--- src/rtl/gms_pkg.sv ---
package gms_pkg;

    typedef struct packed {
        logic [4:0] rsvd;
        logic       lock;
        logic       aper;
        logic       mode;
    } ctrl_t;

    typedef enum logic [1:0] {
        FN_HOST = 2'd0,
        FN_PORT = 2'd1,
        FN_GFX  = 2'd2,
        FN_NONE = 2'd3
    } fn_e;

    localparam logic [7:0] ALL_ONES = 8'hFF;

    function automatic logic in_range(input logic [7:0] a,
                                      input logic [7:0] lo,
                                      input logic [7:0] hi);
        return (a >= lo) && (a <= hi);
    endfunction

endpackage

--- src/rtl/gms_ctrl_reg.sv ---
module gms_ctrl_reg
    import gms_pkg::*;
(
    input  logic       clk,
    input  logic       rst,
    input  logic       hit_wr,
    input  logic [7:0] wdata,
    output ctrl_t      ctrl,
    output logic       lock_used
);
    ctrl_t wv;
    assign wv = ctrl_t'(wdata);

    always_ff @(posedge clk) begin
        if (rst) begin
            ctrl      <= '0;
            lock_used <= 1'b0;
        end else if (hit_wr) begin
            ctrl.aper <= wv.aper;
            if (!ctrl.lock) begin
                ctrl.mode <= wv.mode;
            end
            if (!lock_used) begin
                ctrl.lock <= wv.lock;
                lock_used <= 1'b1;
            end
        end
    end
endmodule

--- src/rtl/gms_route.sv ---
module gms_route
    import gms_pkg::*;
#(
    parameter logic [7:0] CTRL_OFS = 8'h51,
    parameter logic [7:0] PORT_LO  = 8'hA0,
    parameter logic [7:0] PORT_HI  = 8'hAF
)(
    input  logic       clk,
    input  logic       rst,
    input  logic       cfg_wr,
    input  logic       cfg_rd,
    input  logic [1:0] cfg_fn,
    input  logic [7:0] cfg_addr,
    input  ctrl_t      ctrl,
    input  logic [7:0] f0_rdata,
    input  logic [7:0] f1_rdata,
    input  logic [7:0] f2_rdata,
    output logic       hit_wr,
    output logic [2:0] fn_wr,
    output logic [7:0] cfg_rdata
);
    fn_e        fn;
    logic       own_hit;
    logic [2:0] vis;
    logic [7:0] rd_next;

    assign fn      = fn_e'(cfg_fn);
    assign own_hit = (fn == FN_HOST) && (cfg_addr == CTRL_OFS);
    assign hit_wr  = cfg_wr && own_hit;

    assign vis[0] = 1'b1;
    assign vis[1] = !ctrl.mode;
    assign vis[2] = ctrl.mode;

    always_comb begin
        fn_wr = '0;
        if (cfg_wr && !own_hit && fn != FN_NONE) begin
            fn_wr[cfg_fn] = vis[cfg_fn];
        end
    end

    always_comb begin
        case (fn)
            FN_HOST: begin
                if (own_hit) begin
                    rd_next = {5'b0, ctrl.lock, ctrl.aper, ctrl.mode};
                end else if (ctrl.mode && in_range(cfg_addr, PORT_LO, PORT_HI)) begin
                    rd_next = 8'h00;
                end else begin
                    rd_next = f0_rdata;
                end
            end
            FN_PORT: rd_next = vis[1] ? f1_rdata : ALL_ONES;
            FN_GFX:  rd_next = vis[2] ? f2_rdata : ALL_ONES;
            default: rd_next = ALL_ONES;
        endcase
    end

    always_ff @(posedge clk) begin
        if (rst) begin
            cfg_rdata <= '0;
        end else if (cfg_rd) begin
            cfg_rdata <= rd_next;
        end
    end
endmodule

--- src/rtl/gms_gate.sv ---
module gms_gate #(
    parameter int NPORTS = 3
)(
    input  logic              enable,
    input  logic [NPORTS-1:0] req,
    output logic [NPORTS-1:0] gnt
);
    for (genvar i = 0; i < NPORTS; i++) begin : g_port
        assign gnt[i] = req[i] & enable;
    end
endmodule

--- src/rtl/gfx_mode_sel.sv ---
module gfx_mode_sel
    import gms_pkg::*;
#(
    parameter int         NPORTS   = 3,
    parameter logic [7:0] CTRL_OFS = 8'h51,
    parameter logic [7:0] PORT_LO  = 8'hA0,
    parameter logic [7:0] PORT_HI  = 8'hAF
)(
    input  logic              clk,
    input  logic              rst,
    input  logic              cfg_wr,
    input  logic              cfg_rd,
    input  logic [1:0]        cfg_fn,
    input  logic [7:0]        cfg_addr,
    input  logic [7:0]        cfg_wdata,
    output logic [7:0]        cfg_rdata,
    input  logic [7:0]        f0_rdata,
    input  logic [7:0]        f1_rdata,
    input  logic [7:0]        f2_rdata,
    output logic [2:0]        fn_wr,
    input  logic [1:0]        smram_mode,
    output logic              gfx_cfg_en,
    output logic              aper_en,
    input  logic [NPORTS-1:0] port_req,
    output logic [NPORTS-1:0] port_gnt
);
    ctrl_t ctrl;
    logic  hit_wr;
    logic  lock_used;
    logic  mode_q;
    logic  lock_q;

    gms_ctrl_reg u_reg (
        .clk       (clk),
        .rst       (rst),
        .hit_wr    (hit_wr),
        .wdata     (cfg_wdata),
        .ctrl      (ctrl),
        .lock_used (lock_used)
    );

    gms_route #(
        .CTRL_OFS (CTRL_OFS),
        .PORT_LO  (PORT_LO),
        .PORT_HI  (PORT_HI)
    ) u_route (
        .clk       (clk),
        .rst       (rst),
        .cfg_wr    (cfg_wr),
        .cfg_rd    (cfg_rd),
        .cfg_fn    (cfg_fn),
        .cfg_addr  (cfg_addr),
        .ctrl      (ctrl),
        .f0_rdata  (f0_rdata),
        .f1_rdata  (f1_rdata),
        .f2_rdata  (f2_rdata),
        .hit_wr    (hit_wr),
        .fn_wr     (fn_wr),
        .cfg_rdata (cfg_rdata)
    );

    assign mode_q     = ctrl.mode;
    assign lock_q     = ctrl.lock;
    assign aper_en    = ctrl.aper;
    assign gfx_cfg_en = mode_q && (smram_mode != 2'b00);

    gms_gate #(.NPORTS(NPORTS)) u_gate (
        .enable (aper_en),
        .req    (port_req),
        .gnt    (port_gnt)
    );
endmodule

--- config.mk ---
export PLATFORM = sky130hd
export DESIGN_NAME = gfx_mode_sel
export DESIGN_NICKNAME = d
export VERILOG_FILES = /design/src/rtl/gms_pkg.sv /design/src/rtl/gms_ctrl_reg.sv /design/src/rtl/gms_route.sv /design/src/rtl/gms_gate.sv /design/src/rtl/gfx_mode_sel.sv
export SDC_FILE = /design/constraint.sdc
export NUM_CORES = 1
export LEC_CHECK = 0
export ABC_AREA = 1
export BUFFER_PORTS_ARGS = -buffer_cell sky130_fd_sc_hd__buf_2
export CORE_MARGIN = 1.5
export CORE_UTILIZATION = 42
export DETAILED_ROUTE_END_ITERATION = 7
export GPL_TIMING_DRIVEN = 0
export PLACE_DENSITY = 0.9
export SETUP_SLACK_MARGIN = 0.1
export SYNTH_ARGS = -nofsm -noshare
export SYNTH_HDL_FRONTEND = slang
export SYNTH_SLANG_ARGS = --single-unit
--- constraint.sdc ---
create_clock -name clk -period 2.1 [get_ports clk]
set_clock_uncertainty 0.15 [all_clocks]
set_input_delay 0.42 -clock clk [delete_from_list [all_inputs] [get_ports clk]]
set_output_delay 0.42 -clock clk [all_outputs]
set_load 0.02 [all_outputs]
== Word level (Yosys, flattened, before mapping) ==
Cells that the tools add are included.

* Register bits: 12
* Input bits: 51
* Logic and storage cells: 43

* Order comparisons: 4
* Equality and inequality tests: 4
* Multiplexer cells: 10
* Bitwise operators: 6
* Reductions and logical operators: 14

{| class="wikitable"
|+ Operators with widths
! operator !! count
|-
| 2-to-1 mux 8 bit || 4
|-
| one-hot mux 8 bit (3 select lines) || 1
|-
| equality test 8 x 7 -> 1 bit (second input constant) || 1
|-
| greater-or-equal comparator 8 bit (second input constant) || 1
|-
| <= comparator 8 bit (second input constant) || 1
|-
| logical AND 1 bit || 8
|-
| AND reduction 2 bit || 2
|-
| bitwise AND 1 bit || 3
|-
| bitwise AND 3 bit || 1
|-
| < comparator 2 x 3 -> 1 bit (second input constant) || 1
|-
| 2-to-1 mux 3 bit || 1
|-
| binary-select mux 1 bit (select 2 bit) || 1
|-
| demux 1 bit (select 2 bit) || 1
|-
| equality test 2 x 1 -> 1 bit (second input constant) || 1
|-
| equality test 2 bit (second input constant) || 1
|-
| greater-or-equal comparator 2 x 1 -> 1 bit (second input constant) || 1
|-
| logical NOT 1 bit || 2
|-
| logical NOT 2 bit || 1
|-
| 2-to-1 mux 1 bit || 2
|-
| != test 2 bit (second input constant) || 1
|-
| NOT 1 bit || 2
|-
| nonzero test 2 bit || 1
|}

== Logic depth before layout (Yosys ltp) ==
* Word-level depth: 6
* Depth in mapped cells: 8

== By module ==
Synthesis repeated with hierarchy kept, for this count alone.

* Cells, all modules: 157
* Area, all modules: 903.4 µm²

{| class="wikitable"
|+ By module, submodules not included
! module !! instances !! cells each !! area each (µm²)
|-
| gms_route || 1 || 120 || 673.1
|-
| gms_ctrl_reg || 1 || 28 || 196.4
|-
| gms_gate || 1 || 6 || 22.5
|-
| gfx_mode_sel || 1 || 3 || 11.3
|}

== Worst setup path after synthesis ==
OpenSTA, ideal clock, no wires.

* Path type: input port to output port
* Start point: in cfg_addr[7]
* End point: out fn_wr[0]
* Arrival time: 1.310 ns
* Path slack: 0.220 ns
* Stages: 4
* Buffers on the path: 0
* Path through: nor2_1 > nand3_1 > nor2_8 > nor4_1

* Cells in the longest elaborated chain, start to end: 6

{| class="wikitable"
|+ RTL lines
! element !! line !! RTL
|-
| start: declaration || gfx_mode_sel.sv:14 || <nowiki>input logic [7:0] cfg_addr,</nowiki>
|-
| equality test 8 x 7 -> 1 bit || gms_route.sv:28 || <nowiki>assign own_hit = (fn == FN_HOST) && (cfg_addr == CTRL_OFS);</nowiki>
|-
| logical AND 1 bit || gms_route.sv:28 ||
|-
| logical NOT 1 bit || gms_route.sv:37 || <nowiki>if (cfg_wr && !own_hit && fn != FN_NONE) begin</nowiki>
|-
| logical AND 1 bit (2 in a row) || gms_route.sv:37 ||
|-
| 2-to-1 mux 3 bit || gms_route.sv:37 ||
|-
| end: declaration || gfx_mode_sel.sv:20 || <nowiki>output logic [2:0] fn_wr,</nowiki>
|}

Every way passes these cells.

== Worst setup path in the final report ==
* Start point: in cfg_addr[4]
* End point: out fn_wr[1]

Same word-level chain as after synthesis.

==> flow_summary.rst <==
.. list-table::
   :header-rows: 1

   * - Metric
     - Value
   * - Run status
     - complete, no violations
   * - Kind of critical path
     - input pin to primary output
   * - Timing startpoint of the critical path
     - cfg_addr[4]
   * - Combined area of all synthesized cells
     - 858 um2
   * - Number of antenna violations at the first check in global routing
     - 0
   * - Vias in the first global route
     - 826
   * - Cell type with the highest aggregate area in the netlist
     - sky130_fd_sc_hd__dfxtp_1
   * - Worst-case reg-to-reg path depth
     - 6
   * - Reg2reg start
     - u_reg.ctrl[0]
   * - Fmax
     - 0.531 GHz
   * - Starting density of the core
     - approximately 44%
   * - Crit path arrival time
     - between 1000 and 1500 ps
   * - Number of detailed-routing iterations run before antenna repair
     - 4
   * - Portion of the post-synthesis area used by sequential elements
     - between 20 and 30%
   * - CTS tree
     - built
   * - Layout net count
     - 264
   * - Setup violations, final
     - 0
   * - Highest ir drop seen on vdd
     - between 0.4 and 0.5 mV
   * - Capture point of the worst reg-to-reg path
     - u_route.cfg_rdata[0]
   * - Kind of capture point of the worst setup path
     - primary output
   * - Global-route usage over all layers
     - about 20%
   * - Area of the core
     - ~2000 um2
   * - Area grow syn2layout
     - 45.8%
   * - Final weighted congestion of routability-driven global placement
     - about 0.76
   * - Total Die Area
     - 2320 um2
   * - Wire length of the first global-routing pass
     - roughly 3.3 mm
   * - Most frequent cell after synthesis
     - sky130_fd_sc_hd__nor2_1
   * - Number of synthesized flops with an enable pin
     - 0
   * - Average wire per cell in the routed design
     - ~10 um
   * - Ratio of total power to cell area
     - between 400 and 500 nW/um2
   * - Endpoint of the worst setup timing path
     - fn_wr[1]
   * - Post-synth top area share
     - around 28%
   * - Chip width
     - around 48 um
   * - Standard-cell row count
     - 16
   * - Final critical-path setup slack
     - 215 ps
   * - Ports
     - between 60 and 70
   * - Count of final hold-check violations
     - 0
   * - Share of final-layout standard cells stronger than drive strength 1
     - between 30% and 40%
   * - Most common flop cell mapped by yosys
     - sky130_fd_sc_hd__dfxtp_1
   * - Number of buffers added by the clock tree synthesis step
     - 3
   * - DR iter-0 viols
     - 15
   * - Distinct cell type count of the synthesized netlist
     - 16
   * - H-tree depth
     - 1
   * - Final antenna-violating net count
     - 0
   * - Vias post-DR
     - between 1,000 and 1,500
   * - Commonest cells in the synthesized netlist
     - sky130_fd_sc_hd__nor2_1 (31), sky130_fd_sc_hd__inv_1 (24), sky130_fd_sc_hd__nand2_1 (22)
   * - Quantity of hold-fixing buffers added after cts
     - 0
   * - Number of sinks on the clock net
     - 12
   * - Mean instance size in the synthesized netlist
     - roughly 5.9 um2
   * - Worst hold path class
     - input pin to register
   * - Leak Pwr
     - roughly 0.73 nW
   * - Max Transition Viols Final
     - 0
   * - Clock-pin slew of the registers on the worst-case setup and hold paths
     - roughly 80 ps
   * - Aggregate negative setup slack
     - 0 ps
   * - Overflow left after global routing
     - 0
   * - Largest fanout on the critical path
     - 9
   * - Syn Inst Count
     - around 150
   * - DRC violations left
     - 0
   * - Post-DR vias/cell
     - about 4.7
   * - Post-synthesis net count
     - slightly below 200
   * - Synthesized flop and latch total
     - 12
   * - Reg2reg setup slack
     - 660 ps
   * - WL final
     - 2.36 mm
   * - Antenna cell count
     - 0
   * - Pre-CTS worst setup slack
     - approximately 70 ps
   * - Port buffer count
     - around 60
   * - Period Utilization, post-route
     - 89.8%
   * - Minimum period implied by the final worst setup slack
     - around 1900 ps
   * - Worst Tran Pin Value
     - ~420 ps
   * - Maximum number of pins on one net before global-route repair
     - 11
   * - Max Buffers Root-to-Sink
     - 2
   * - Cell at the root of the clock tree
     - sky130_fd_sc_hd__clkbuf_4
   * - Half-perimeter wire length after detailed placement
     - between 1.5 and 2 mm
   * - Leading cell types by total area after synthesis
     - sky130_fd_sc_hd__dfxtp_1 (28%), sky130_fd_sc_hd__nor2_1 (14%), sky130_fd_sc_hd__a21oi_1 (10%)
   * - Worst path slowest cell
     - sky130_fd_sc_hd__nor2_1
   * - Max incr delay on CP
     - ~160 ps
   * - Vertical die dimension
     - slightly below 50 um
   * - Fraction of synthesis flops using an asynchronous set or reset pin
     - 0%
   * - Cell-by-cell trace of the critical path
     - buf_2, inv_1, nor2_1, nand3_4, nor2_8, nor2_1, nand3_1, inv_1, buf_2
   * - Clk Latency, worst-skew pair
     - ~270 ps
   * - Data required, critical path
     - 1530 ps
   * - Worst slew slack as a fraction of its limit
     - about 72%
   * - Max-Cap Viols
     - 0
   * - Count of warnings emitted by yosys
     - 0
   * - Kind of start point of the critical path
     - input pin
   * - RSZ-0062 raised after global routing
     - no
logic make-up (layout without fill, tap and decap cells):
logic type	Yosys count	after routing	synth area share [%]
AOI/OAI and AO/OA	34	34	19.8
buffers and inverters	27	93	11.8
DFF	12	12	28.0
and+or+nand+nor	73	73	40.4
repair_timing:
action | CTS | global route
pin swaps | 1 | 0
buffers inserted | 1 | 0
hold endpoints to repair | 0 | 0
endpoints found under the setup margin | 2 | 2
gates resized for setup | 0 | 3
per-layer routing:
layer | share of wire, % | GRT usage [%] | up-vias
met3 | 7.6 | 2.22 | 4
met1 | 44 | 26.0 | 486
met4 | 1.1 | 6.49 | 0
li1 | - | - | 607
met5 | 0 | 0 | -
met2 | 47 | 33.9 | 38
state kept, by name, summed over array words and instances, names as in the netlist:
name	flops
u_reg.ctrl	3
u_route.cfg_rdata	8
u_reg.lock_used	1
layout by cell type (no fill, tap or decap):
cell type                  Yosys  routed
sky130_fd_sc_hd__o21ai_1       3       3
sky130_fd_sc_hd__nand3_2       1       2
sky130_fd_sc_hd__nor2_2        0       2
sky130_fd_sc_hd__inv_2         1       1
sky130_fd_sc_hd__clkbuf_1      2       2
sky130_fd_sc_hd__nor4_1        1       1
sky130_fd_sc_hd__o21ai_0      13      13
sky130_fd_sc_hd__buf_2         0      61
sky130_fd_sc_hd__dfxtp_1      12      12
sky130_fd_sc_hd__nand3_1       9       8
sky130_fd_sc_hd__nor2_1       31      29
sky130_fd_sc_hd__buf_4         0       1
sky130_fd_sc_hd__clkbuf_8      0       1
sky130_fd_sc_hd__nor2_4        1       1
sky130_fd_sc_hd__inv_1        24      24
sky130_fd_sc_hd__a21oi_1      18      18
sky130_fd_sc_hd__clkbuf_4      0       3
sky130_fd_sc_hd__nand3_4       1       1
sky130_fd_sc_hd__nand2_1      22      22
sky130_fd_sc_hd__nand4_1       6       6
sky130_fd_sc_hd__nor2_8        1       1
metrics by stage:
step	std cells	total power, mW	hold slack, ps	util [%]	area, um2
finish	239	0.573	172	64.4	1250
global route	239	0.606	173	64.4	1250
CTS	239	0.573	172	63.9	1240
detailed placement	234	0.395	303	61.7	1200
global placement	234	0.392	294	61.7	1200
floorplan	146	0.323	280	-	858
worst max-delay path, delay by kind of cell:
family	cells	cell delay, ps
buf+inv	4	330
simple gates	5	590
worst min path at each step:
stage / from / to / cells past startpoint
4_1_cts: rst / u_reg.lock_used / 2
3_5_place_dp: u_reg.lock_used / u_reg.lock_used / 2
3_3_place_gp: u_reg.lock_used / u_reg.lock_used / 2
5_1_grt: rst / u_reg.lock_used / 2
2_1_floorplan: u_reg.lock_used / u_reg.lock_used / 2
6_report: rst / u_reg.lock_used / 2
report_power, final:
part / internal (mW) / switching [mW] / total (mW)
Clock: 0.105 / 0.0751 / 0.180
Combinational: 0.0636 / 0.0840 / 0.148
Sequential: 0.240 / 0.00522 / 0.245
Total: 0.409 / 0.164 / 0.573
area by class of cell:
class | count | area [um2]
fillers | 186 | 691
repair buffers | 62 | 313
inverters | 25 | 93.8
clock buffers | 4 | 36.3
flip-flops and latches | 12 | 240
well taps | 27 | 33.8
plain buffers | 2 | 7.51
multi-input cells | 107 | 527
No activity file was read; power rests on OpenSTA's default activity.
